===== config.mk =====
export PLATFORM = sky130hd
export DESIGN_NAME = cec_frame_tx
export DESIGN_NICKNAME = d
export VERILOG_FILES = /design/src/rtl/cec_tx_pkg.sv /design/src/rtl/cec_tx_slot_timer.sv /design/src/rtl/cec_tx_bit_source.sv /design/src/rtl/cec_tx_ctrl.sv /design/src/rtl/cec_frame_tx.sv
export SDC_FILE = /design/constraint.sdc
export NUM_CORES = 1
export LEC_CHECK = 0
export ABC_AREA = 0
export CAP_MARGIN = 10
export CORE_UTILIZATION = 50
export CTS_BUF_LIST = sky130_fd_sc_hd__clkbuf_8
export DETAILED_ROUTE_END_ITERATION = 8
export DONT_BUFFER_PORTS = 1
export GPL_ROUTABILITY_DRIVEN = 0
export HOLD_SLACK_MARGIN = 0.03
export PLACE_DENSITY = 0.66
export SLEW_MARGIN = 0
export SYNTH_ARGS = -nofsm -noshare
export SYNTH_HDL_FRONTEND = slang
export SYNTH_SLANG_ARGS = --single-unit

===== constraint.sdc =====
create_clock -name clk -period 12 [get_ports clk]
set_input_delay 1.2 -clock clk [delete_from_list [all_inputs] [get_ports clk]]
set_output_delay 1.2 -clock clk [all_outputs]
set_load 0.02 [all_outputs]

===== src/rtl/cec_tx_pkg.sv =====
package cec_tx_pkg;

  typedef enum logic [1:0] {
    TXS_OK     = 2'd0,
    TXS_NACK   = 2'd1,
    TXS_ARB    = 2'd2,
    TXS_LOWDRV = 2'd3
  } tx_result_e;

  typedef enum logic [1:0] {
    PH_IDLE  = 2'd0,
    PH_START = 2'd1,
    PH_BIT   = 2'd2,
    PH_HOLD  = 2'd3
  } tx_phase_e;

  localparam int SLOT_W      = 4;
  localparam int EOM_SLOT    = 8;
  localparam int ACK_SLOT    = 9;
  localparam int ARB_SLOTS   = 4;

  // level sent in one of the ten slots of a byte
  function automatic logic slot_level(input logic [7:0] data,
                                      input logic [SLOT_W-1:0] slot,
                                      input logic last_byte);
    if (slot < SLOT_W'(EOM_SLOT))      return data[3'd7 - slot[2:0]];
    else if (slot == SLOT_W'(EOM_SLOT)) return last_byte;
    else                                return 1'b1;
  endfunction

  // slot whose recessive level is read back
  function automatic logic slot_is_sampled(input logic first_byte,
                                           input logic [SLOT_W-1:0] slot);
    return (first_byte && (slot < SLOT_W'(ARB_SLOTS))) || (slot == SLOT_W'(ACK_SLOT));
  endfunction

  // acknowledge meaning depends on addressing
  function automatic logic ack_accepted(input logic bcast, input logic level);
    return bcast ? level : !level;
  endfunction

endpackage


===== src/rtl/cec_tx_slot_timer.sv =====
module cec_tx_slot_timer #(
  parameter int CNT_W = 13
) (
  input  logic             clk,
  input  logic             rst_n,
  input  logic             tick,
  input  logic             run,
  input  logic             restart,
  input  logic [CNT_W-1:0] slot_len,
  output logic [CNT_W-1:0] us_cnt,
  output logic             slot_end
);

  assign slot_end = run && tick && (us_cnt == slot_len - CNT_W'(1));

  always_ff @(posedge clk) begin
    if (!rst_n)            us_cnt <= '0;
    else if (restart)      us_cnt <= '0;
    else if (run && tick)  us_cnt <= us_cnt + CNT_W'(1);
  end

endmodule


===== src/rtl/cec_tx_bit_source.sv =====
module cec_tx_bit_source
  import cec_tx_pkg::*;
#(
  parameter int MAX_BYTES = 16,
  parameter int LEN_W     = 5,
  parameter int IDX_W     = 4
) (
  input  logic [MAX_BYTES*8-1:0] frame,
  input  logic [LEN_W-1:0]       len,
  input  logic [IDX_W-1:0]       byte_idx,
  input  logic [SLOT_W-1:0]      slot_idx,
  output logic                   bit_val,
  output logic                   last_byte,
  output logic                   ack_slot,
  output logic                   sample_slot
);

  logic [7:0] bytes [MAX_BYTES];

  for (genvar g = 0; g < MAX_BYTES; g++) begin : g_byte
    assign bytes[g] = frame[8*g +: 8];
  end

  assign last_byte   = (LEN_W'(byte_idx) + LEN_W'(1)) == len;
  assign ack_slot    = slot_idx == SLOT_W'(ACK_SLOT);
  assign bit_val     = slot_level(bytes[byte_idx], slot_idx, last_byte);
  assign sample_slot = slot_is_sampled(byte_idx == '0, slot_idx);

endmodule


===== src/rtl/cec_tx_ctrl.sv =====
module cec_tx_ctrl
  import cec_tx_pkg::*;
#(
  parameter int CNT_W          = 13,
  parameter int IDX_W          = 4,
  parameter int START_LOW_US   = 3700,
  parameter int START_TOTAL_US = 4500,
  parameter int BIT_TOTAL_US   = 2400,
  parameter int ZERO_LOW_US    = 1500,
  parameter int ONE_LOW_US     = 600,
  parameter int SAMPLE_US      = 850
) (
  input  logic              clk,
  input  logic              rst_n,
  input  logic              tick,
  input  logic              accept,
  input  logic              len_zero,
  input  logic              bcast,
  input  logic              line_in,
  input  logic              bit_val,
  input  logic              last_byte,
  input  logic              ack_slot,
  input  logic              sample_slot,
  input  logic [CNT_W-1:0]  us_cnt,
  input  logic              slot_end,
  output logic              timer_run,
  output logic [CNT_W-1:0]  slot_len,
  output logic [IDX_W-1:0]  byte_idx,
  output logic [SLOT_W-1:0] slot_idx,
  output logic              pull_low,
  output logic              busy,
  output logic              done,
  output logic [1:0]        status,
  output logic              arb_evt,
  output logic              ack_evt,
  output logic              lowdrv_evt
);

  localparam logic [CNT_W-1:0] START_LOW_C   = CNT_W'(START_LOW_US);
  localparam logic [CNT_W-1:0] START_TOTAL_C = CNT_W'(START_TOTAL_US);
  localparam logic [CNT_W-1:0] BIT_TOTAL_C   = CNT_W'(BIT_TOTAL_US);
  localparam logic [CNT_W-1:0] ZERO_LOW_C    = CNT_W'(ZERO_LOW_US);
  localparam logic [CNT_W-1:0] ONE_LOW_C     = CNT_W'(ONE_LOW_US);
  localparam logic [CNT_W-1:0] SAMPLE_C      = CNT_W'(SAMPLE_US);

  tx_phase_e  phase;
  tx_result_e result_q;
  logic       nacked;
  logic       sample_evt;
  logic       ack_end;
  logic [CNT_W-1:0] low_len;

  assign timer_run = (phase == PH_START) || (phase == PH_BIT);
  assign slot_len  = (phase == PH_START) ? START_TOTAL_C : BIT_TOTAL_C;
  assign low_len   = (phase == PH_START) ? START_LOW_C :
                     (bit_val ? ONE_LOW_C : ZERO_LOW_C);
  assign pull_low  = timer_run && (us_cnt < low_len);

  assign sample_evt = (phase == PH_BIT) && tick && (us_cnt == SAMPLE_C) &&
                      bit_val && sample_slot;
  assign arb_evt    = sample_evt && !ack_slot && !line_in;
  assign ack_evt    = sample_evt && ack_slot;
  assign ack_end    = (phase == PH_BIT) && slot_end && ack_slot;
  assign lowdrv_evt = ack_end && !line_in;

  assign busy   = phase != PH_IDLE;
  assign status = result_q;

  always_ff @(posedge clk) begin
    if (!rst_n) begin
      phase    <= PH_IDLE;
      result_q <= TXS_OK;
      byte_idx <= '0;
      slot_idx <= '0;
      nacked   <= 1'b0;
      done     <= 1'b0;
    end else begin
      done <= 1'b0;
      unique case (phase)
        PH_IDLE: begin
          if (accept) begin
            phase    <= PH_START;
            byte_idx <= '0;
            slot_idx <= '0;
            nacked   <= 1'b0;
          end
        end
        PH_START: begin
          if (slot_end) begin
            if (len_zero) begin
              phase    <= PH_IDLE;
              done     <= 1'b1;
              result_q <= TXS_OK;
            end else begin
              phase <= PH_BIT;
            end
          end
        end
        PH_BIT: begin
          if (arb_evt) begin
            phase    <= PH_IDLE;
            done     <= 1'b1;
            result_q <= TXS_ARB;
          end else begin
            if (ack_evt && !ack_accepted(bcast, line_in)) nacked <= 1'b1;
            if (slot_end) begin
              if (ack_slot) begin
                if (!line_in) begin
                  phase    <= PH_HOLD;
                  done     <= 1'b1;
                  result_q <= TXS_LOWDRV;
                end else if (nacked) begin
                  phase    <= PH_IDLE;
                  done     <= 1'b1;
                  result_q <= TXS_NACK;
                end else if (last_byte) begin
                  phase    <= PH_IDLE;
                  done     <= 1'b1;
                  result_q <= TXS_OK;
                end else begin
                  byte_idx <= byte_idx + IDX_W'(1);
                  slot_idx <= '0;
                end
              end else begin
                slot_idx <= slot_idx + SLOT_W'(1);
              end
            end
          end
        end
        PH_HOLD: begin
          if (line_in) phase <= PH_IDLE;
        end
        default: phase <= PH_IDLE;
      endcase
    end
  end

endmodule


===== src/rtl/cec_frame_tx.sv =====
module cec_frame_tx
  import cec_tx_pkg::*;
#(
  parameter int MAX_BYTES      = 16,
  parameter int START_LOW_US   = 3700,
  parameter int START_TOTAL_US = 4500,
  parameter int BIT_TOTAL_US   = 2400,
  parameter int ZERO_LOW_US    = 1500,
  parameter int ONE_LOW_US     = 600,
  parameter int SAMPLE_US      = 850,
  localparam int LEN_W         = $clog2(MAX_BYTES + 1)
) (
  input  logic                   clk,
  input  logic                   rst_n,
  input  logic                   tick_us,
  input  logic                   start,
  input  logic [MAX_BYTES*8-1:0] frame_data,
  input  logic [LEN_W-1:0]       frame_len,
  input  logic                   broadcast,
  input  logic                   line_in,
  output logic                   pull_low,
  output logic                   busy,
  output logic                   done,
  output logic [1:0]             status
);

  localparam int IDX_W = $clog2(MAX_BYTES);
  localparam int CNT_W = $clog2(START_TOTAL_US + 1);

  logic [MAX_BYTES*8-1:0] frame_q;
  logic [LEN_W-1:0]       len_q;
  logic                   bcast_q;
  logic                   accept;

  logic [IDX_W-1:0]  byte_idx;
  logic [SLOT_W-1:0] slot_idx;
  logic [CNT_W-1:0]  us_cnt;
  logic [CNT_W-1:0]  slot_len;
  logic timer_run, slot_end;
  logic bit_val, last_byte, ack_slot, sample_slot;
  logic arb_evt, ack_evt, lowdrv_evt;

  function automatic logic [LEN_W-1:0] clamp_len(input logic [LEN_W-1:0] n);
    return (n > LEN_W'(MAX_BYTES)) ? LEN_W'(MAX_BYTES) : n;
  endfunction

  assign accept = start && !busy;

  always_ff @(posedge clk) begin
    if (!rst_n) begin
      frame_q <= '0;
      len_q   <= '0;
      bcast_q <= 1'b0;
    end else if (accept) begin
      frame_q <= frame_data;
      len_q   <= clamp_len(frame_len);
      bcast_q <= broadcast;
    end
  end

  cec_tx_slot_timer #(.CNT_W(CNT_W)) i_timer (
    .clk      (clk),
    .rst_n    (rst_n),
    .tick     (tick_us),
    .run      (timer_run),
    .restart  (accept || slot_end),
    .slot_len (slot_len),
    .us_cnt   (us_cnt),
    .slot_end (slot_end)
  );

  cec_tx_bit_source #(
    .MAX_BYTES (MAX_BYTES),
    .LEN_W     (LEN_W),
    .IDX_W     (IDX_W)
  ) i_bits (
    .frame       (frame_q),
    .len         (len_q),
    .byte_idx    (byte_idx),
    .slot_idx    (slot_idx),
    .bit_val     (bit_val),
    .last_byte   (last_byte),
    .ack_slot    (ack_slot),
    .sample_slot (sample_slot)
  );

  cec_tx_ctrl #(
    .CNT_W          (CNT_W),
    .IDX_W          (IDX_W),
    .START_LOW_US   (START_LOW_US),
    .START_TOTAL_US (START_TOTAL_US),
    .BIT_TOTAL_US   (BIT_TOTAL_US),
    .ZERO_LOW_US    (ZERO_LOW_US),
    .ONE_LOW_US     (ONE_LOW_US),
    .SAMPLE_US      (SAMPLE_US)
  ) i_ctrl (
    .clk         (clk),
    .rst_n       (rst_n),
    .tick        (tick_us),
    .accept      (accept),
    .len_zero    (len_q == '0),
    .bcast       (bcast_q),
    .line_in     (line_in),
    .bit_val     (bit_val),
    .last_byte   (last_byte),
    .ack_slot    (ack_slot),
    .sample_slot (sample_slot),
    .us_cnt      (us_cnt),
    .slot_end    (slot_end),
    .timer_run   (timer_run),
    .slot_len    (slot_len),
    .byte_idx    (byte_idx),
    .slot_idx    (slot_idx),
    .pull_low    (pull_low),
    .busy        (busy),
    .done        (done),
    .status      (status),
    .arb_evt     (arb_evt),
    .ack_evt     (ack_evt),
    .lowdrv_evt  (lowdrv_evt)
  );

endmodule


[Word level (Yosys, flattened, before mapping)]
Index checks and enable logic that the tools add are counted.
Operators by class
  $add $sub $neg: 6
  order comparisons: 6
  equality and inequality tests: 25
  mux-type cells: 59
  bitwise logic cells: 2
  reductions and logical operators: 32
Operator list (number)
  4-bit two-way mux: 13
  2-bit two-way mux: 17
  8-bit binary-select mux with 4-bit select: 1
  13-bit two-way mux: 2
  2-bit inequality test (second input constant): 9
  8-bit two-way mux: 2
  4-bit case mux with 2 select lines: 2
  1-bit two-way mux: 15
  13-bit by 1-bit adder with 13-bit output (second input constant): 1
  13-bit by 10-bit == test with 1-bit output (second input constant): 1
  13-bit == test: 1
  1-bit logical AND: 13
  13-bit < comparator: 1
  13-bit by 1-bit subtractor with 13-bit output (second input constant): 1
  3-bit inequality test (second input constant): 4
  6-bit AND reduction: 2
  11-bit two-way mux: 1
  4-bit by 1-bit adder with 4-bit output (second input constant): 2
  4-bit == test (second input constant): 2
  2-bit case mux with 4 select lines: 1
  8-bit AND reduction: 1
  7-bit AND reduction: 1
  2-bit nonzero test: 3
  4-bit by 1-bit adder with 5-bit output (second input constant): 1
  other kinds (25): 33
Storage, ports and cells
  bits in registers: 161
  input port bits: 139
  logic and storage cells: 140

[Depth between registers and ports, before layout]
  depth after elaboration: 14
  gate-level depth with buffers: 20
  depth with buffers taken out: 16

[Cells and area by module]
A second synthesis with hierarchy kept.
Unflattened totals
  cell total of the unflattened synthesis: 993
  area, all modules: 8640.8 um^2
By module, submodules not included
  cec_frame_tx: times used 1, cells each 584, area each 5068.6 um^2, seq. area each 2682.6 um^2
  cec_tx_bit_source: times used 1, cells each 128, area each 1293.7 um^2, seq. area each 0.0 um^2
  cec_tx_ctrl: times used 1, cells each 151, area each 1244.9 um^2, seq. area each 280.3 um^2
  cec_tx_slot_timer: times used 1, cells each 130, area each 1033.5 um^2, seq. area each 260.2 um^2

[Worst setup path after synthesis]
No wires, ideal clock.
  path type: reg-to-output
  start point: reg i_ctrl.byte_idx[0]
  end point: out pull_low
  data arrival time: 3862 ps
  required time: 10800 ps
  slack: 6938 ps
  cell stages (with the launch flop): 18
  cell sequence: dfxtp_1 -> buf_6 -> buf_12 -> mux4_2 -> a2111oi_0 -> nor2_1 -> o311ai_1 -> o31a_2 -> a32oi_1 -> or2_2 -> ha_1 -> a31o_2 -> a21o_1 -> a21oi_1 -> nor2b_1 -> o21ai_0 -> nand2_1 -> o41ai_2
Between the ends
  word-level cells in the longest chain between the ends: 11
  elaborated cells between the ends (all ways): 14
  classes of those cells: add/sub: 1; order compare: 1; eq/ne: 1; mux: 9; bitwise: 1; reduce/logical: 1
RTL lines
  from (decl): RTL line cec_tx_ctrl.sv:28  | output logic [IDX_W-1:0] byte_idx,
  from (signal assigned): RTL line cec_tx_ctrl.sv:121  | byte_idx <= byte_idx + IDX_W'(1);
  4-bit inverter with 5-bit output (implied by the code): RTL line cec_tx_bit_source.sv:26  | assign bit_val = slot_level(bytes[byte_idx], slot_idx, last_byte);
  8-bit binary-select mux with 4-bit select: RTL line cec_tx_bit_source.sv:26
  8-bit two-way mux (implied by the code) (2 in series): RTL line cec_tx_bit_source.sv:26
  1-bit binary-select mux with 3-bit select: RTL line cec_tx_pkg.sv:26  | if (slot < SLOT_W'(EOM_SLOT)) return data[3'd7 - slot[2:0]];
  1-bit two-way mux (implied by the code): RTL line cec_tx_pkg.sv:26
  1-bit two-way mux *: RTL line cec_tx_pkg.sv:26
  11-bit two-way mux *: RTL line cec_tx_ctrl.sv:56  | (bit_val ? ONE_LOW_C : ZERO_LOW_C);
  13-bit two-way mux *: RTL line cec_tx_ctrl.sv:55  | assign low_len = (phase == PH_START) ? START_LOW_C :
  13-bit < comparator *: RTL line cec_tx_ctrl.sv:57  | assign pull_low = timer_run && (us_cnt < low_len);
  1-bit logical AND *: RTL line cec_tx_ctrl.sv:57
  to (decl): RTL line cec_frame_tx.sv:21  | output logic pull_low,
Every way passes the cells marked *; elsewhere a longest branch is shown, timed or not. The select of a mux whose other input is x is not followed.

[Worst setup path after layout]
Ends and elaborated chain as after synthesis.

==> out/results.tsv <==
stage	metric	value	unit
critical_path	crit_buf_inv	1	
critical_path	worstReg2RegStart	i_ctrl.byte_idx[2]	
min_path	hp-class	reg -> reg	
critical_path	r2r_cells	9	
yosys	ys_warn_count	0	
critical_path	ff2ff_setup_slack	8.61	ns
run_status	status	completed	
cells_and_area	nFillCells	1214	
critical_path	r2r-end	i_ctrl.phase[1]	
clocking	cts_buffers	17	
yosys	avgSynthCellArea	10.9	sq um
floorplan	die_x	121	um
power	ir_worst_vdd	0.0000802	V
yosys	synth.area.top_cells	dfxtp_1, a22o_1, mux4_2	
drt	drt-initial-drc-count	350	
yosys	synthAdderAreaFrac	3.01	%
drt	routedWlPerCell	20.7	um
yosys	ys_types	76	
yosys	yosysTopAreaCell	dfxtp_1	
power	power_density	175	nW/um^2
cells_and_area	fin_area	7540	sq um
place	dp.cells	782	
sta	setup_viol	0	
clocking	path_clk_slew	0.08	ns
critical_path	cp_slowest_cell	dfxtp_2	
floorplan	io_pins	144	
clocking	htreeDepth	4	
floorplan	row_count	43	
clocking	root_buffer	clkbuf_8	
floorplan	dieArea	14600	sq um
yosys	synth_top_family_by_area	compound AO/OA/AOI/OAI gates	
cells_and_area	num-nets-final	777	
place	post-place-ws	5.82	ns
cells_and_area	final_cells	812	
drt	drtPass1Iterations	4	
sta	relSlewSlack	38.4	%
grt	track_usage	23.9	%
sta	tightest_slew	0.924	ns
sta	fmax	150	MHz
critical_path	required	10.80	ns
cells_and_area	antenna_cells	0	
drt	vias_per_cell	6.24	
cells_and_area	drive_gt1_share	12.0	%
sta	skew	0.00888	ns
critical_path	worst-path-stages	16	
critical_path	endpoint	pull_low	
grt	grt_max_degree	97	
yosys	syn_inst	647	
yosys	yosys.area_share.xor_xnor	1.99	%
clocking	clock_latency	0.46	ns
critical_path	crit_type	reg -> out	
sta	setup_slack	5.33	ns
critical_path	crit_path_max_fanout	32	
critical_path	crit_path_cell_trace	buf_4, mux4_2, a2111oi_0, nor2_1, o311ai_1, o31a_2, a32oi_1, or2_2, ha_1, a31o_2, a21o_1, a21oi_1, nor2b_1, o21ai_0, nand2_1, o41ai_2	
clocking	cts_tree	done	
grt	antenna_found_initial	0	
yosys	synthArstFlopShare	0	%
yosys	synth-seq-cells	161	
cells_and_area	syn_to_final_growth	6.90	%
yosys	ys.flop_type	dfxtp_1	
drt	route.detailed.drc	0	
yosys	synth_nets	803	
sta	min_period_over_period	55.6	%
sta	hold_violations	0	
clocking	max-clock-path-buffers	2	
drt	drt_wl_total	16.8	mm
critical_path	crit_path_end_kind	output pin	
yosys	synth-edff-count	0	
drt	vias	5063	
sta	post-route-min-period	6.67	ns
clocking	ctsResizeCount	0	
critical_path	cpPeakStageDelay	0.63	ns
floorplan	core_area	13800	sq um
floorplan	start_util	51.0	%
grt	grt_first_pass_wirelength	26.6	mm
clocking	cts_hold_buf	0	
power	p_leak	2.81	nW
place	dpl_cell_area	7080	sq um
critical_path	crit_family	compound AO/OA/AOI/OAI gates	
critical_path	crit_arrival	5.47	ns
place	hpwl	12.0	mm
grt	overflow	0	
flow_run	cap_violations	0	
grt	grt_pass1_vias	5053	
drt	drtAntennaViolNets	0	
sta	setup_tns	0	ns
yosys	synth.top_cell.area_share	45.7	%
yosys	yosysSeqAreaShare	45.7	%
clocking	clock_sinks	161	
critical_path	setup.worst_path.start	i_ctrl.byte_idx[0]	
clocking	postCtsSetupRepairBufs	0	
yosys	synth_compound_area_share	24.2	%
yosys	syn_area	7060	sq um
floorplan	fp.dieH	121	um
sta	rsz0062_at_grt	false	
critical_path	start_kind	flip-flop	
cells_and_area	final_core_util	54.5	%
sta	slew_viol_final	0	
cells_and_area	most-common-layout-cells	dfxtp_1, a22o_1, nor2_1, nand2_1, mux2i_1	
yosys	synth_mux_area_share	10.9	%
place	io_buffers	0	
cells_and_area	final_common_cell	dfxtp_1	
yosys	yosys.area_share.simple	10.0	%
-- metal layers --
metal / track usage (%) / share of wire [%] / vias to the layer above
met2: 37.1 / 47 / 149
li1: - / - / 2428
met4: 8.56 / 1.8 / 0
met3: 8.87 / 7.5 / 23
met5: 0 / 0 / -
met1: 30.3 / 43 / 2463
-- power by group --
part / total (mW) / internal (mW) / switching, mW / leakage (nW)
sequential: 0.644 / 0.602 / 0.0420 / 1.32
clock: 0.456 / 0.262 / 0.194 / 0.234
combinational: 0.220 / 0.101 / 0.119 / 1.26
-- kinds of logic after synthesis --
family,count (synthesis)
compound gates,204
flops,161
simple gates,134
buf+inv,65
mux,50
fa+ha+maj,17
xor+xnor,16
-- worst reg2reg max path: cells and delay by family, from the launching register on --
| kind | cells | cell delay (ns) |
|---|---|---|
| DFF | 1 | 0.93 |
| and+or+nand+nor | 3 | 0.96 |
| AOI/OAI and AO/OA | 6 | 1.41 |
-- layout make-up --
class	count	area (sq um)	area share, %
Clock inverter	10	183	2.42
Inverter	16	60.1	0.796
Multi-Input combinational cell	421	3540	47.0
Clock buffer	20	275	3.65
Tap cell	180	225	2.99
Sequential cell	161	3230	42.8
Timing Repair Buffer	4	30.0	0.398
-- registers in the layout (all words and copies together), names as in the netlist --
signal,count
bcast_q,1
frame_q,128
i_ctrl.byte_idx,4
i_ctrl.done,1
i_ctrl.nacked,1
i_ctrl.phase,2
i_ctrl.slot_idx,4
i_ctrl.status,2
i_timer.us_cnt,13
len_q,5
-- stage by stage --
stage	hold slack, ns	power, mW
floorplan	0.441	0.823
global placement	0.458	0.868
detailed placement	0.463	0.875
CTS	0.483	1.33
global route	0.498	1.38
finish	0.477	1.32
-- worst min path at each step --
stage	from	slack (ns)	depth (start not counted)	to
final	frame_q[114]	0.48	1	frame_q[114]
after global routing	frame_q[114]	0.50	1	frame_q[114]
after CTS	frame_q[114]	0.48	1	frame_q[114]
after detailed placement	frame_q[114]	0.46	1	frame_q[114]
after global placement	frame_q[57]	0.46	1	frame_q[57]
after floorplan	frame_q[31]	0.44	1	frame_q[31]
-- cell usage after synthesis (8+ instances only) --
| master | count |
|---|---|
| o22ai_1 | 9 |
| clkbuf_1 | 37 |
| a22o_1 | 135 |
| inv_1 | 15 |
| mux4_2 | 21 |
| xnor2_1 | 8 |
| dfxtp_1 | 161 |
| nor2b_1 | 11 |
| nor2_1 | 35 |
| xor2_1 | 8 |
| nand4_1 | 8 |
| nand3_1 | 10 |
| o21ai_0 | 12 |
| nand2_1 | 28 |
| ha_1 | 17 |
| mux2i_1 | 24 |
Note: power is estimated with default switching activity, not from simulation.
